[config.mk]
export PLATFORM = sky130hd
export DESIGN_NAME = flow_bridge_buf
export DESIGN_NICKNAME = d
export VERILOG_FILES = /design/src/rtl/fbb_pkg.sv /design/src/rtl/fbb_pair_fifo.sv /design/src/rtl/fbb_prio_pick.sv /design/src/rtl/flow_bridge_buf.sv
export SDC_FILE = /design/constraint.sdc
export NUM_CORES = 2
export LEC_CHECK = 0
export ABC_AREA = 0
export ABC_CLOCK_PERIOD_IN_PS = 10600
export BUFFER_PORTS_ARGS = -buffer_cell sky130_fd_sc_hd__buf_4
export CAP_MARGIN = 0
export CORE_MARGIN = 3
export CORE_UTILIZATION = 25
export CTS_BUF_LIST = sky130_fd_sc_hd__clkbuf_4
export DETAILED_ROUTE_END_ITERATION = 10
export PLACE_DENSITY = 0.5
export SETUP_SLACK_MARGIN = 0.02
export SLEW_MARGIN = 20
export SYNTH_ARGS = -nofsm -noshare
export SYNTH_HDL_FRONTEND = slang
export SYNTH_SLANG_ARGS = --single-unit
[constraint.sdc]
create_clock -name clk_i -period 10.6 [get_ports clk_i]
set_input_delay 1.06 -clock clk_i [delete_from_list [all_inputs] [get_ports clk_i]]
set_output_delay 1.06 -clock clk_i [all_outputs]
set_load 0.005 [all_outputs]
[src/rtl/fbb_pkg.sv]
package fbb_pkg;
  localparam int unsigned FBB_FLOWS_DEF = 4;
  localparam int unsigned FBB_DEPTH_DEF = 8;
  localparam int unsigned FBB_ADDR_DEF  = 32;
endpackage

[src/rtl/fbb_pair_fifo.sv]
module fbb_pair_fifo #(
  parameter int unsigned DEPTH  = 8,
  parameter int unsigned ADDR_W = 32,
  localparam int unsigned PTR_W = (DEPTH > 1) ? $clog2(DEPTH) : 1,
  localparam int unsigned CNT_W = $clog2(DEPTH + 1)
) (
  input  logic              clk_i,
  input  logic              rst_ni,
  input  logic              clr_i,
  input  logic              push_i,
  input  logic [ADDR_W-1:0] src_i,
  input  logic [ADDR_W-1:0] dst_i,
  input  logic              pop_i,
  output logic [ADDR_W-1:0] src_o,
  output logic [ADDR_W-1:0] dst_o,
  output logic [CNT_W-1:0]  count_o,
  output logic              empty_o,
  output logic              full_o
);
  logic [ADDR_W-1:0] src_mem [DEPTH];
  logic [ADDR_W-1:0] dst_mem [DEPTH];
  logic [PTR_W-1:0]  wr_ptr, rd_ptr;

  function automatic logic [PTR_W-1:0] nxt(input logic [PTR_W-1:0] p);
    return (p == PTR_W'(DEPTH - 1)) ? '0 : p + 1'b1;
  endfunction

  assign empty_o = (count_o == '0);
  assign full_o  = (count_o == CNT_W'(DEPTH));
  assign src_o   = src_mem[rd_ptr];
  assign dst_o   = dst_mem[rd_ptr];

  always_ff @(posedge clk_i or negedge rst_ni) begin
    if (!rst_ni) begin
      wr_ptr  <= '0;
      rd_ptr  <= '0;
      count_o <= '0;
    end else if (clr_i) begin
      wr_ptr  <= '0;
      rd_ptr  <= '0;
      count_o <= '0;
    end else begin
      if (push_i) wr_ptr <= nxt(wr_ptr);
      if (pop_i)  rd_ptr <= nxt(rd_ptr);
      if (push_i && !pop_i)      count_o <= count_o + 1'b1;
      else if (pop_i && !push_i) count_o <= count_o - 1'b1;
    end
  end

  // source and destination share one write pointer: they cannot diverge
  always_ff @(posedge clk_i) begin
    if (push_i && !clr_i) begin
      src_mem[wr_ptr] <= src_i;
      dst_mem[wr_ptr] <= dst_i;
    end
  end

  assert_no_overwrite_R7: assert property (@(posedge clk_i) disable iff (!rst_ni)
    push_i |-> !full_o);
  assert_no_underflow_R8: assert property (@(posedge clk_i) disable iff (!rst_ni)
    pop_i |-> !empty_o);
  assert_count_bound_R9: assert property (@(posedge clk_i) disable iff (!rst_ni)
    count_o <= CNT_W'(DEPTH));
  assert_pop_drops_one_R9: assert property (@(posedge clk_i) disable iff (!rst_ni)
    (pop_i && !push_i && !clr_i) |=> (count_o == $past(count_o) - 1'b1));
  assert_clear_empties_R11: assert property (@(posedge clk_i) disable iff (!rst_ni)
    clr_i |=> empty_o);
endmodule

[src/rtl/fbb_prio_pick.sv]
module fbb_prio_pick #(
  parameter int unsigned NUM_FLOWS = 4,
  localparam int unsigned FLOW_W = (NUM_FLOWS > 1) ? $clog2(NUM_FLOWS) : 1
) (
  input  logic [NUM_FLOWS-1:0] req_i,
  output logic                 any_o,
  output logic [FLOW_W-1:0]    idx_o
);
  // lowest index wins
  always_comb begin
    idx_o = '0;
    for (int i = NUM_FLOWS - 1; i >= 0; i--) begin
      if (req_i[i]) idx_o = FLOW_W'(i);
    end
  end
  assign any_o = |req_i;
endmodule

[src/rtl/flow_bridge_buf.sv]
module flow_bridge_buf #(
  parameter int unsigned NUM_FLOWS = fbb_pkg::FBB_FLOWS_DEF,
  parameter int unsigned DEPTH     = fbb_pkg::FBB_DEPTH_DEF,
  parameter int unsigned ADDR_W    = fbb_pkg::FBB_ADDR_DEF,
  localparam int unsigned FLOW_W   = (NUM_FLOWS > 1) ? $clog2(NUM_FLOWS) : 1,
  localparam int unsigned CNT_W    = $clog2(DEPTH + 1)
) (
  input  logic                       clk_i,
  input  logic                       rst_ni,
  input  logic                       clr_i,
  input  logic                       desc_valid_i,
  input  logic [FLOW_W-1:0]          desc_flow_i,
  input  logic [ADDR_W-1:0]          desc_src_i,
  input  logic [ADDR_W-1:0]          desc_dst_i,
  output logic                       desc_ready_o,
  input  logic                       grant_i,
  input  logic                       xfer_ready_i,
  output logic                       xfer_valid_o,
  output logic [FLOW_W-1:0]          xfer_flow_o,
  output logic [ADDR_W-1:0]          xfer_src_o,
  output logic [ADDR_W-1:0]          xfer_dst_o,
  output logic [NUM_FLOWS*CNT_W-1:0] flow_count_o,
  output logic [NUM_FLOWS-1:0]       flow_full_o,
  output logic [NUM_FLOWS-1:0]       flow_ovf_o
);
  logic [NUM_FLOWS-1:0] push, pop, empty, nonempty;
  logic [ADDR_W-1:0]    head_src [NUM_FLOWS];
  logic [ADDR_W-1:0]    head_dst [NUM_FLOWS];
  logic                 any_ne, fire;
  logic [FLOW_W-1:0]    pick;

  assign desc_ready_o = !clr_i && !flow_full_o[desc_flow_i];
  assign nonempty     = ~empty;
  assign xfer_valid_o = grant_i && !clr_i && any_ne;
  assign fire         = xfer_valid_o && xfer_ready_i;
  assign xfer_flow_o  = pick;
  assign xfer_src_o   = head_src[pick];
  assign xfer_dst_o   = head_dst[pick];

  fbb_prio_pick #(.NUM_FLOWS(NUM_FLOWS)) u_pick (
    .req_i (nonempty),
    .any_o (any_ne),
    .idx_o (pick)
  );

  for (genvar f = 0; f < NUM_FLOWS; f++) begin : g_flow
    assign push[f] = desc_valid_i && desc_ready_o && (desc_flow_i == FLOW_W'(f));
    assign pop[f]  = fire && (pick == FLOW_W'(f));

    fbb_pair_fifo #(.DEPTH(DEPTH), .ADDR_W(ADDR_W)) u_q (
      .clk_i   (clk_i),
      .rst_ni  (rst_ni),
      .clr_i   (clr_i),
      .push_i  (push[f]),
      .src_i   (desc_src_i),
      .dst_i   (desc_dst_i),
      .pop_i   (pop[f]),
      .src_o   (head_src[f]),
      .dst_o   (head_dst[f]),
      .count_o (flow_count_o[f*CNT_W +: CNT_W]),
      .empty_o (empty[f]),
      .full_o  (flow_full_o[f])
    );

    always_ff @(posedge clk_i or negedge rst_ni) begin
      if (!rst_ni)    flow_ovf_o[f] <= 1'b0;
      else if (clr_i) flow_ovf_o[f] <= 1'b0;
      else if (desc_valid_i && desc_flow_i == FLOW_W'(f) && flow_full_o[f])
        flow_ovf_o[f] <= 1'b1;
    end

    assert_ovf_sticky_R10: assert property (@(posedge clk_i) disable iff (!rst_ni)
      (flow_ovf_o[f] && !clr_i) |=> flow_ovf_o[f]);
    assert_prio_R2: assert property (@(posedge clk_i) disable iff (!rst_ni)
      (xfer_valid_o && nonempty[f]) |-> (xfer_flow_o <= FLOW_W'(f)));
  end

  assert_grant_gate_R5: assert property (@(posedge clk_i) disable iff (!rst_ni)
    xfer_valid_o |-> grant_i);
  assert_single_pop_R8: assert property (@(posedge clk_i) disable iff (!rst_ni)
    $onehot0(pop));
  assert_single_push_R1: assert property (@(posedge clk_i) disable iff (!rst_ni)
    $onehot0(push));
  assert_hold_R5: assert property (@(posedge clk_i) disable iff (!rst_ni)
    (!grant_i && !clr_i && !desc_valid_i) |=> $stable(flow_count_o));
endmodule

# Word level (Yosys, flattened, before mapping)
# Memory sizes are Yosys's and may differ from the RTL's.
# Cells that the tools add are included.
# Widths: inputs -> output; s select.
[classes] add_sub_neg=16 n_lt_le_gt_ge=2 eq_ne=18 n_mux=64 bitwise=2 reduce_logical=66
[op_table] cell="$bmux 32 s2" n=2
[op_table] cell="$mux 32" n=4
[op_table] cell="$mux 3" n=24
[op_table] cell="$mux 4" n=12
[op_table] cell="$logic_and 1x1->1" n=33
[op_table] cell="$add 3x1->3 const B" n=8
[op_table] cell="$eq 3x3->1 const B" n=8
[op_table] cell="$reduce_bool 2->1" n=12
[op_table] cell="$mux 1" n=17
[op_table] cell="$add 4x1->4 const B" n=4
[op_table] cell="$eq 4x4->1 const B" n=4
[op_table] cell="$logic_not 4->1" n=4
[op_table] cell="$sub 4x1->4 const B" n=4
[op_table] cell="$reduce_bool 3->1" n=4
[op_table] cell="$logic_not 1->1" n=10
[op_table] cell="$eq 2x2->1 const B" n=4
[op_table] cell="$mux 2" n=4
[op_table] cell="$eq 2x1->1 const B" n=2
[op_table] cell="$logic_not 2->1" n=2
[op_table] cell="$not 4->4" n=1
[op_table] cell="$reduce_or 4->1" n=1
[op_table] cell="$ge 3x3->1 const B" n=1
[op_table] cell="$lt 2x3->1 const B" n=1
[op_table] cell="$not 2->3" n=1
[op_table] cell="$bmux 1 s2" n=1
[word_totals] regBits=44 ram_bits=2048 out_inout_bits=92 mem_count=8
[mem_list] memory="g_flow[0].u_q.dst_mem" depth=8 word_bits=32 read_ports=1 rd_clocked_by_memory_dff=0 write_ports=1 line_no="fbb_pair_fifo.sv:21" source="logic [ADDR_W-1:0] dst_mem [DEPTH];"
[mem_list] memory="g_flow[0].u_q.src_mem" depth=8 word_bits=32 read_ports=1 rd_clocked_by_memory_dff=0 write_ports=1 line_no="fbb_pair_fifo.sv:20" source="logic [ADDR_W-1:0] src_mem [DEPTH];"
[mem_list] memory="g_flow[1].u_q.dst_mem" depth=8 word_bits=32 read_ports=1 rd_clocked_by_memory_dff=0 write_ports=1 line_no="fbb_pair_fifo.sv:21"
[mem_list] memory="g_flow[1].u_q.src_mem" depth=8 word_bits=32 read_ports=1 rd_clocked_by_memory_dff=0 write_ports=1 line_no="fbb_pair_fifo.sv:20"
[mem_list] memory="g_flow[2].u_q.dst_mem" depth=8 word_bits=32 read_ports=1 rd_clocked_by_memory_dff=0 write_ports=1 line_no="fbb_pair_fifo.sv:21"
[mem_list] memory="g_flow[2].u_q.src_mem" depth=8 word_bits=32 read_ports=1 rd_clocked_by_memory_dff=0 write_ports=1 line_no="fbb_pair_fifo.sv:20"
[mem_list] memory="2 more memories"

# Depth between registers and ports, before layout
[depth] word_depth=12 mapped_depth=11

# Hierarchy
# From an unflattened synthesis, not the netlist that was laid out.
[hier_totals] cells_unflattened=3380 hier_area_um2=81421.8
[modules_own_cells] module="fbb_pair_fifo at g_flow[1].u_q ..." instances=2 cells_per_inst=814 area_each_um2=19875.3 seq_area_each_um2=15625.0
[modules_own_cells] module="fbb_pair_fifo at g_flow[0].u_q" instances=1 cells_per_inst=815 area_each_um2=19880.3 seq_area_each_um2=15625.0
[modules_own_cells] module="fbb_pair_fifo at g_flow[3].u_q" instances=1 cells_per_inst=813 area_each_um2=19872.8 seq_area_each_um2=15625.0
[modules_own_cells] module="flow_bridge_buf" instances=1 cells_per_inst=117 area_each_um2=1883.1 seq_area_each_um2=100.1
[modules_own_cells] module="fbb_prio_pick" instances=1 cells_per_inst=7 area_each_um2=35.0 seq_area_each_um2=0.0

# Worst setup path after synthesis
# Ideal clock, no wire load.
[synth_timing] kind="in2reg" from="input port desc_flow_i[1]" to="memory g_flow[1].u_q.dst_mem[2][0] (enable)" arrival_time_ps=8605 required_time_ps=9934 path_slack_ps=1328 path_stages=4 n_path_buf=2 cell_sequence="clkbuf_1 -> or4_1 -> clkbuf_1 -> nor4b_1"
[synth_between] elab_chain_cells=9 word_cells_on_any_way=10 classes_between="1 x eq/ne; 4 x mux; 5 x reduce/logical"
[synth_rtl] element="from (decl)" line_no="flow_bridge_buf.sv:12" source="input logic [FLOW_W-1:0] desc_flow_i,"
[synth_rtl] element="$bmux 1 s2" line_no="flow_bridge_buf.sv:32" source="assign desc_ready_o = !clr_i && !flow_full_o[desc_flow_i];"
[synth_rtl] element="$mux 1 (implied by the code)" line_no="flow_bridge_buf.sv:32"
[synth_rtl] element="$logic_not 1->1" line_no="flow_bridge_buf.sv:32"
[synth_rtl] element="$logic_and 1x1->1" line_no="flow_bridge_buf.sv:32"
[synth_rtl] element="$logic_and 1x1->1" line_no="flow_bridge_buf.sv:47" source="assign push[f] = desc_valid_i && desc_ready_o && (desc_flow_i == FLOW_W'(f));"
[synth_rtl] element="$logic_and 1x1->1 (*)" line_no="flow_bridge_buf.sv:47"
[synth_rtl] element="$logic_and 1x1->1 (*)" line_no="fbb_pair_fifo.sv:52" source="if (push_i && !clr_i) begin"
[synth_rtl] element="$mux 1 (*)" line_no="fbb_pair_fifo.sv:52"
[synth_rtl] element="$mux 1 (implied by the code) (*)" line_no="fbb_pair_fifo.sv:54" source="dst_mem[wr_ptr] <= dst_i;"
[synth_rtl] element="to (decl)" line_no="fbb_pair_fifo.sv:21"
# Mark *: on every way between the ends. The rest lies on a longest branch, timed or not. The select of a mux whose other input is x is not followed.

# Worst setup path in the final report
[layout_timing] from="register g_flow[2].u_q.count_o[1]" to="output port xfer_src_o[26]"
[layout_between] elab_chain_cells=9
[layout_rtl] element="from (decl)" line_no="fbb_pair_fifo.sv:16" source="output logic [CNT_W-1:0] count_o,"
[layout_rtl] element="from (signal assigned)" line_no="fbb_pair_fifo.sv:45" source="if (push_i && !pop_i) count_o <= count_o + 1'b1;"
[layout_rtl] element="from (signal assigned)" line_no="fbb_pair_fifo.sv:46" source="else if (pop_i && !push_i) count_o <= count_o - 1'b1;"
[layout_rtl] element="$logic_not 4->1" line_no="fbb_pair_fifo.sv:28" source="assign empty_o = (count_o == '0);"
[layout_rtl] element="$not 4->4" line_no="flow_bridge_buf.sv:33" source="assign nonempty = ~empty;"
[layout_rtl] element="$mux 2 (3 in series)" line_no="fbb_prio_pick.sv:13" source="if (req_i[i]) idx_o = FLOW_W'(i);"
[layout_rtl] element="$not 2->3 (implied by the code)" line_no="flow_bridge_buf.sv:37" source="assign xfer_src_o = head_src[pick];"
[layout_rtl] element="$bmux 32 s2" line_no="flow_bridge_buf.sv:37"
[layout_rtl] element="$mux 32 (implied by the code) (2 in series)" line_no="flow_bridge_buf.sv:37"
[layout_rtl] element="to (decl)" line_no="flow_bridge_buf.sv:20" source="output logic [ADDR_W-1:0] xfer_src_o,"
# Every way passes these cells. The select of a mux whose other input is x is not followed.

==> results.json <==
{
  "status": "finished clean",
  "dr.pass1.iters": 5,
  "drc": 0,
  "die_w_um": 575,
  "via_per_inst": 4.51,
  "die-area_um2": 330000,
  "crit_required_ns": 9.54,
  "dp_hpwl_um": 125000,
  "rsz0062_at_grt": "false",
  "synth.area.top_cells": "edfxtp_1 76%, mux4_2 14%, mux2i_1 4.1%, dfrtp_1 1.4%, a21o_1 0.64%",
  "reg2reg_slack_ns": 6.74,
  "multi_input_area_um2": 17600,
  "peakVddDrop_uv": 141,
  "leakage_nw": 29.2,
  "p_switching_mw": 4.45,
  "synth.cells.most_frequent": "2048 x edfxtp_1, 513 x mux4_2, 331 x mux2i_1, 123 x clkbuf_1, 69 x a21o_1",
  "holdWs_ns": 0.242,
  "reg2reg_to": "g_flow[3].u_q.src_mem[5][22]",
  "postSynthAreaPerCell_um2": 23.0,
  "critPathCaptureType": "primary output",
  "drt_wl_total_um": 226000,
  "post_cts_resized": 0,
  "cts_sinks": 2092,
  "holdCritStartpoint": "desc_dst_i[3]",
  "h-tree-depth": 6,
  "wl_met2_um": 109000,
  "io-pin-count": 164,
  "ys.flop_type": "edfxtp_1",
  "cts_tree": "built",
  "yosysWarnings": 0,
  "pwr_density_cell_nw_per_um2": 192,
  "ys_seq_area_share_pct": 77.4,
  "top_layer": "met5",
  "pwr-share-seq_pct": 50.4,
  "drt-initial-drc-count": 3474,
  "numCtsBuffers": 563,
  "num_rows": 208,
  "met3_length_um": 14900,
  "wl_per_cell_um": 25.6,
  "clockBufferDepth": 4,
  "worstMarginPinSlew_ns": 1.18,
  "r2r_cells": 6,
  "clock_latency_ns": 1.26,
  "num_vias": 39800,
  "cts_setup_buffers": 0,
  "syn_inst": 3515,
  "whs_path_depth": 1,
  "core_area_um2": 321000,
  "synth_cell_types": 44,
  "root_buffer": "clkbuf_4",
  "synth.cell_area_um2": 80800,
  "die_h_um": 575,
  "path_class": "flop to primary output",
  "fin_nets": 4256,
  "post-route-period-util_pct": 57.4,
  "worstPathArrival_ns": 5.02,
  "antenna_found_initial": 27,
  "gr-usage-all-layers_pct": 13.4,
  "skew_ns": 0.148,
  "synth_seq_cells": 2092,
  "switching_share_pct": 24.5,
  "power.internal_mw": 13.7,
  "start_kind": "flop",
  "area.growth.synth_to_final_pct": 17.2,
  "worstReg2RegStart": "g_flow[3].u_q.count_o[3]",
  "drive_gt1_share_pct": 37.3,
  "path_max_fanout": 26,
  "hold_class": "input port to flop",
  "antenna_left": 0,
  "cts.clk_slew.worst_paths_ns": 0.06,
  "grt_pass1_wl_um": 318000,
  "setup_tns_ns": 0,
  "setup_viol": 0,
  "synth_edf_count": 2048,
  "place.gp.congestion": 0.708,
  "overflow": 0,
  "max_freq_ghz": 0.164,
  "seqCellArea_um2": 62600,
  "yosys.area.top_type_share_pct": 76.1,
  "synth_nets": 3615,
  "p_clk_share_pct": 39.0,
  "fillCellCount": 31500,
  "fin_crit_ns": 6.08,
  "yosysTopAreaCell": "edfxtp_1",
  "maxCapViolations": 0,
  "synth.most_common_cell": "edfxtp_1",
  "final_hold_viol_count": 0,
  "combPwrFrac_pct": 10.6,
  "slew-limit-headroom_pct": 21.2,
  "grt_start_max_net_pins": 90,
  "maxSlewViolCount": 0,
  "grt_pass1_vias": 42200,
  "wirelength_met1_um": 96800,
  "synth-async-reset-ratio_pct": 2.10,
  "start_util_pct": 25.2,
  "hold_path_end": "g_flow[3].u_q.dst_mem[4][3]",
  "portBuffers": 163
}
-- power by group through the flow --
stage	combinational, mW	clock, mW	sequential [mW]
after global routing	2.08	7.81	9.15
after CTS	2.00	7.36	9.15
after detailed placement	2.00	0	9.33
after floorplan	0.879	0	9.32
after global placement	1.98	0	9.33
final	1.92	7.08	9.15
-- stage by stage --
step | cells | area (µm²) | setup WS, ns | util [%] | total power, mW
floorplan | 3515 | 80800 | 1.33 | - | 10.2
global route | 8819 | 94700 | 4.06 | 29.5 | 19.0
global placement | 7892 | 87700 | 5.68 | 27.3 | 11.3
detailed placement | 7892 | 87700 | 5.71 | 27.3 | 11.3
CTS | 8813 | 94700 | 4.27 | 29.5 | 18.5
finish | 8827 | 94700 | 4.52 | 29.5 | 18.2
-- sequential cells by signal, indices dropped and copies added (netlist names) --
register / cells
flow_ovf_o: 4
g_flow.u_q.count_o: 16
g_flow.u_q.dst_mem: 1024
g_flow.u_q.rd_ptr: 12
g_flow.u_q.src_mem: 1024
g_flow.u_q.wr_ptr: 12
-- worst max-delay path by stage --
stage	from	to	slack, ns	cells after the start
finish	g_flow[2].u_q.count_o[1]	xfer_src_o[26]	4.52	7
global placement	g_flow[0].u_q.rd_ptr[0]	xfer_src_o[19]	5.68	7
detailed placement	g_flow[0].u_q.rd_ptr[0]	xfer_src_o[19]	5.71	7
CTS	g_flow[0].u_q.rd_ptr[0]	xfer_src_o[19]	4.27	7
floorplan	desc_flow_i[1]	g_flow[1].u_q.dst_mem[2][0]	1.33	4
global route	g_flow[0].u_q.rd_ptr[0]	xfer_src_o[17]	4.06	7
-- cells by family (layout without fill, tap and decap cells) --
logic type                 after synthesis  after routing  synth area share, %
other                                    0             14                    0
DFF                                   2092           2092                 77.4
buffers and inverters                  206           1199                 1.07
and+or+nand+nor                        158            158                 1.06
AOI/OAI and AO/OA                      178            178                 1.47
muxes                                  844            844                 18.4
adders and majority gates               28             28                0.471
xor gates and xnor gates                 9              9               0.0975
-- worst max-delay path: stages (launching register included) --
cell	delay, ns
dfrtp_1	0.45
nor4_1	0.77
a21oi_1	0.24
nor2_4	0.72
buf_4	0.68
mux2i_1	0.39
a21o_1	0.24
buf_4	0.13
-- area by class of cell --
class	instances	share of cell area, %
well taps	4305	5.69
repair buffers	264	2.17
diodes	14	0.0370
multi-input cells	1217	18.6
clock inverters	119	0.997
flip-flops and latches	2092	66.1
inverters	18	0.0713
clock buffers	798	6.32
-- routing by layer --
layer / track usage [%] / vias up
met5: 0 / -
met4: 3.90 / 22
met3: 3.66 / 323
met2: 21.7 / 1341
met1: 17.6 / 21500
li1: - / 16600
-- placed cells by master (no fill, tap or decap), types with 32 or more instances in the layout --
| cell type | synthesis | final |
|---|---|---|
| edfxtp_1 | 2048 | 2048 |
| mux2i_1 | 331 | 331 |
| clkinv_1 | 0 | 70 |
| clkbuf_4 | 0 | 798 |
| o22ai_1 | 64 | 64 |
| buf_4 | 10 | 255 |
| dfrtp_1 | 44 | 32 |
| mux4_2 | 513 | 513 |
| nand2_1 | 37 | 36 |
| a21o_1 | 69 | 69 |
-- timing repair --
action	CTS	global route
endpoints found under the hold margin	46	0
hold buffers	4	0
endpoints found under the setup margin	0	0
Note: power is estimated with default switching activity, not from simulation.
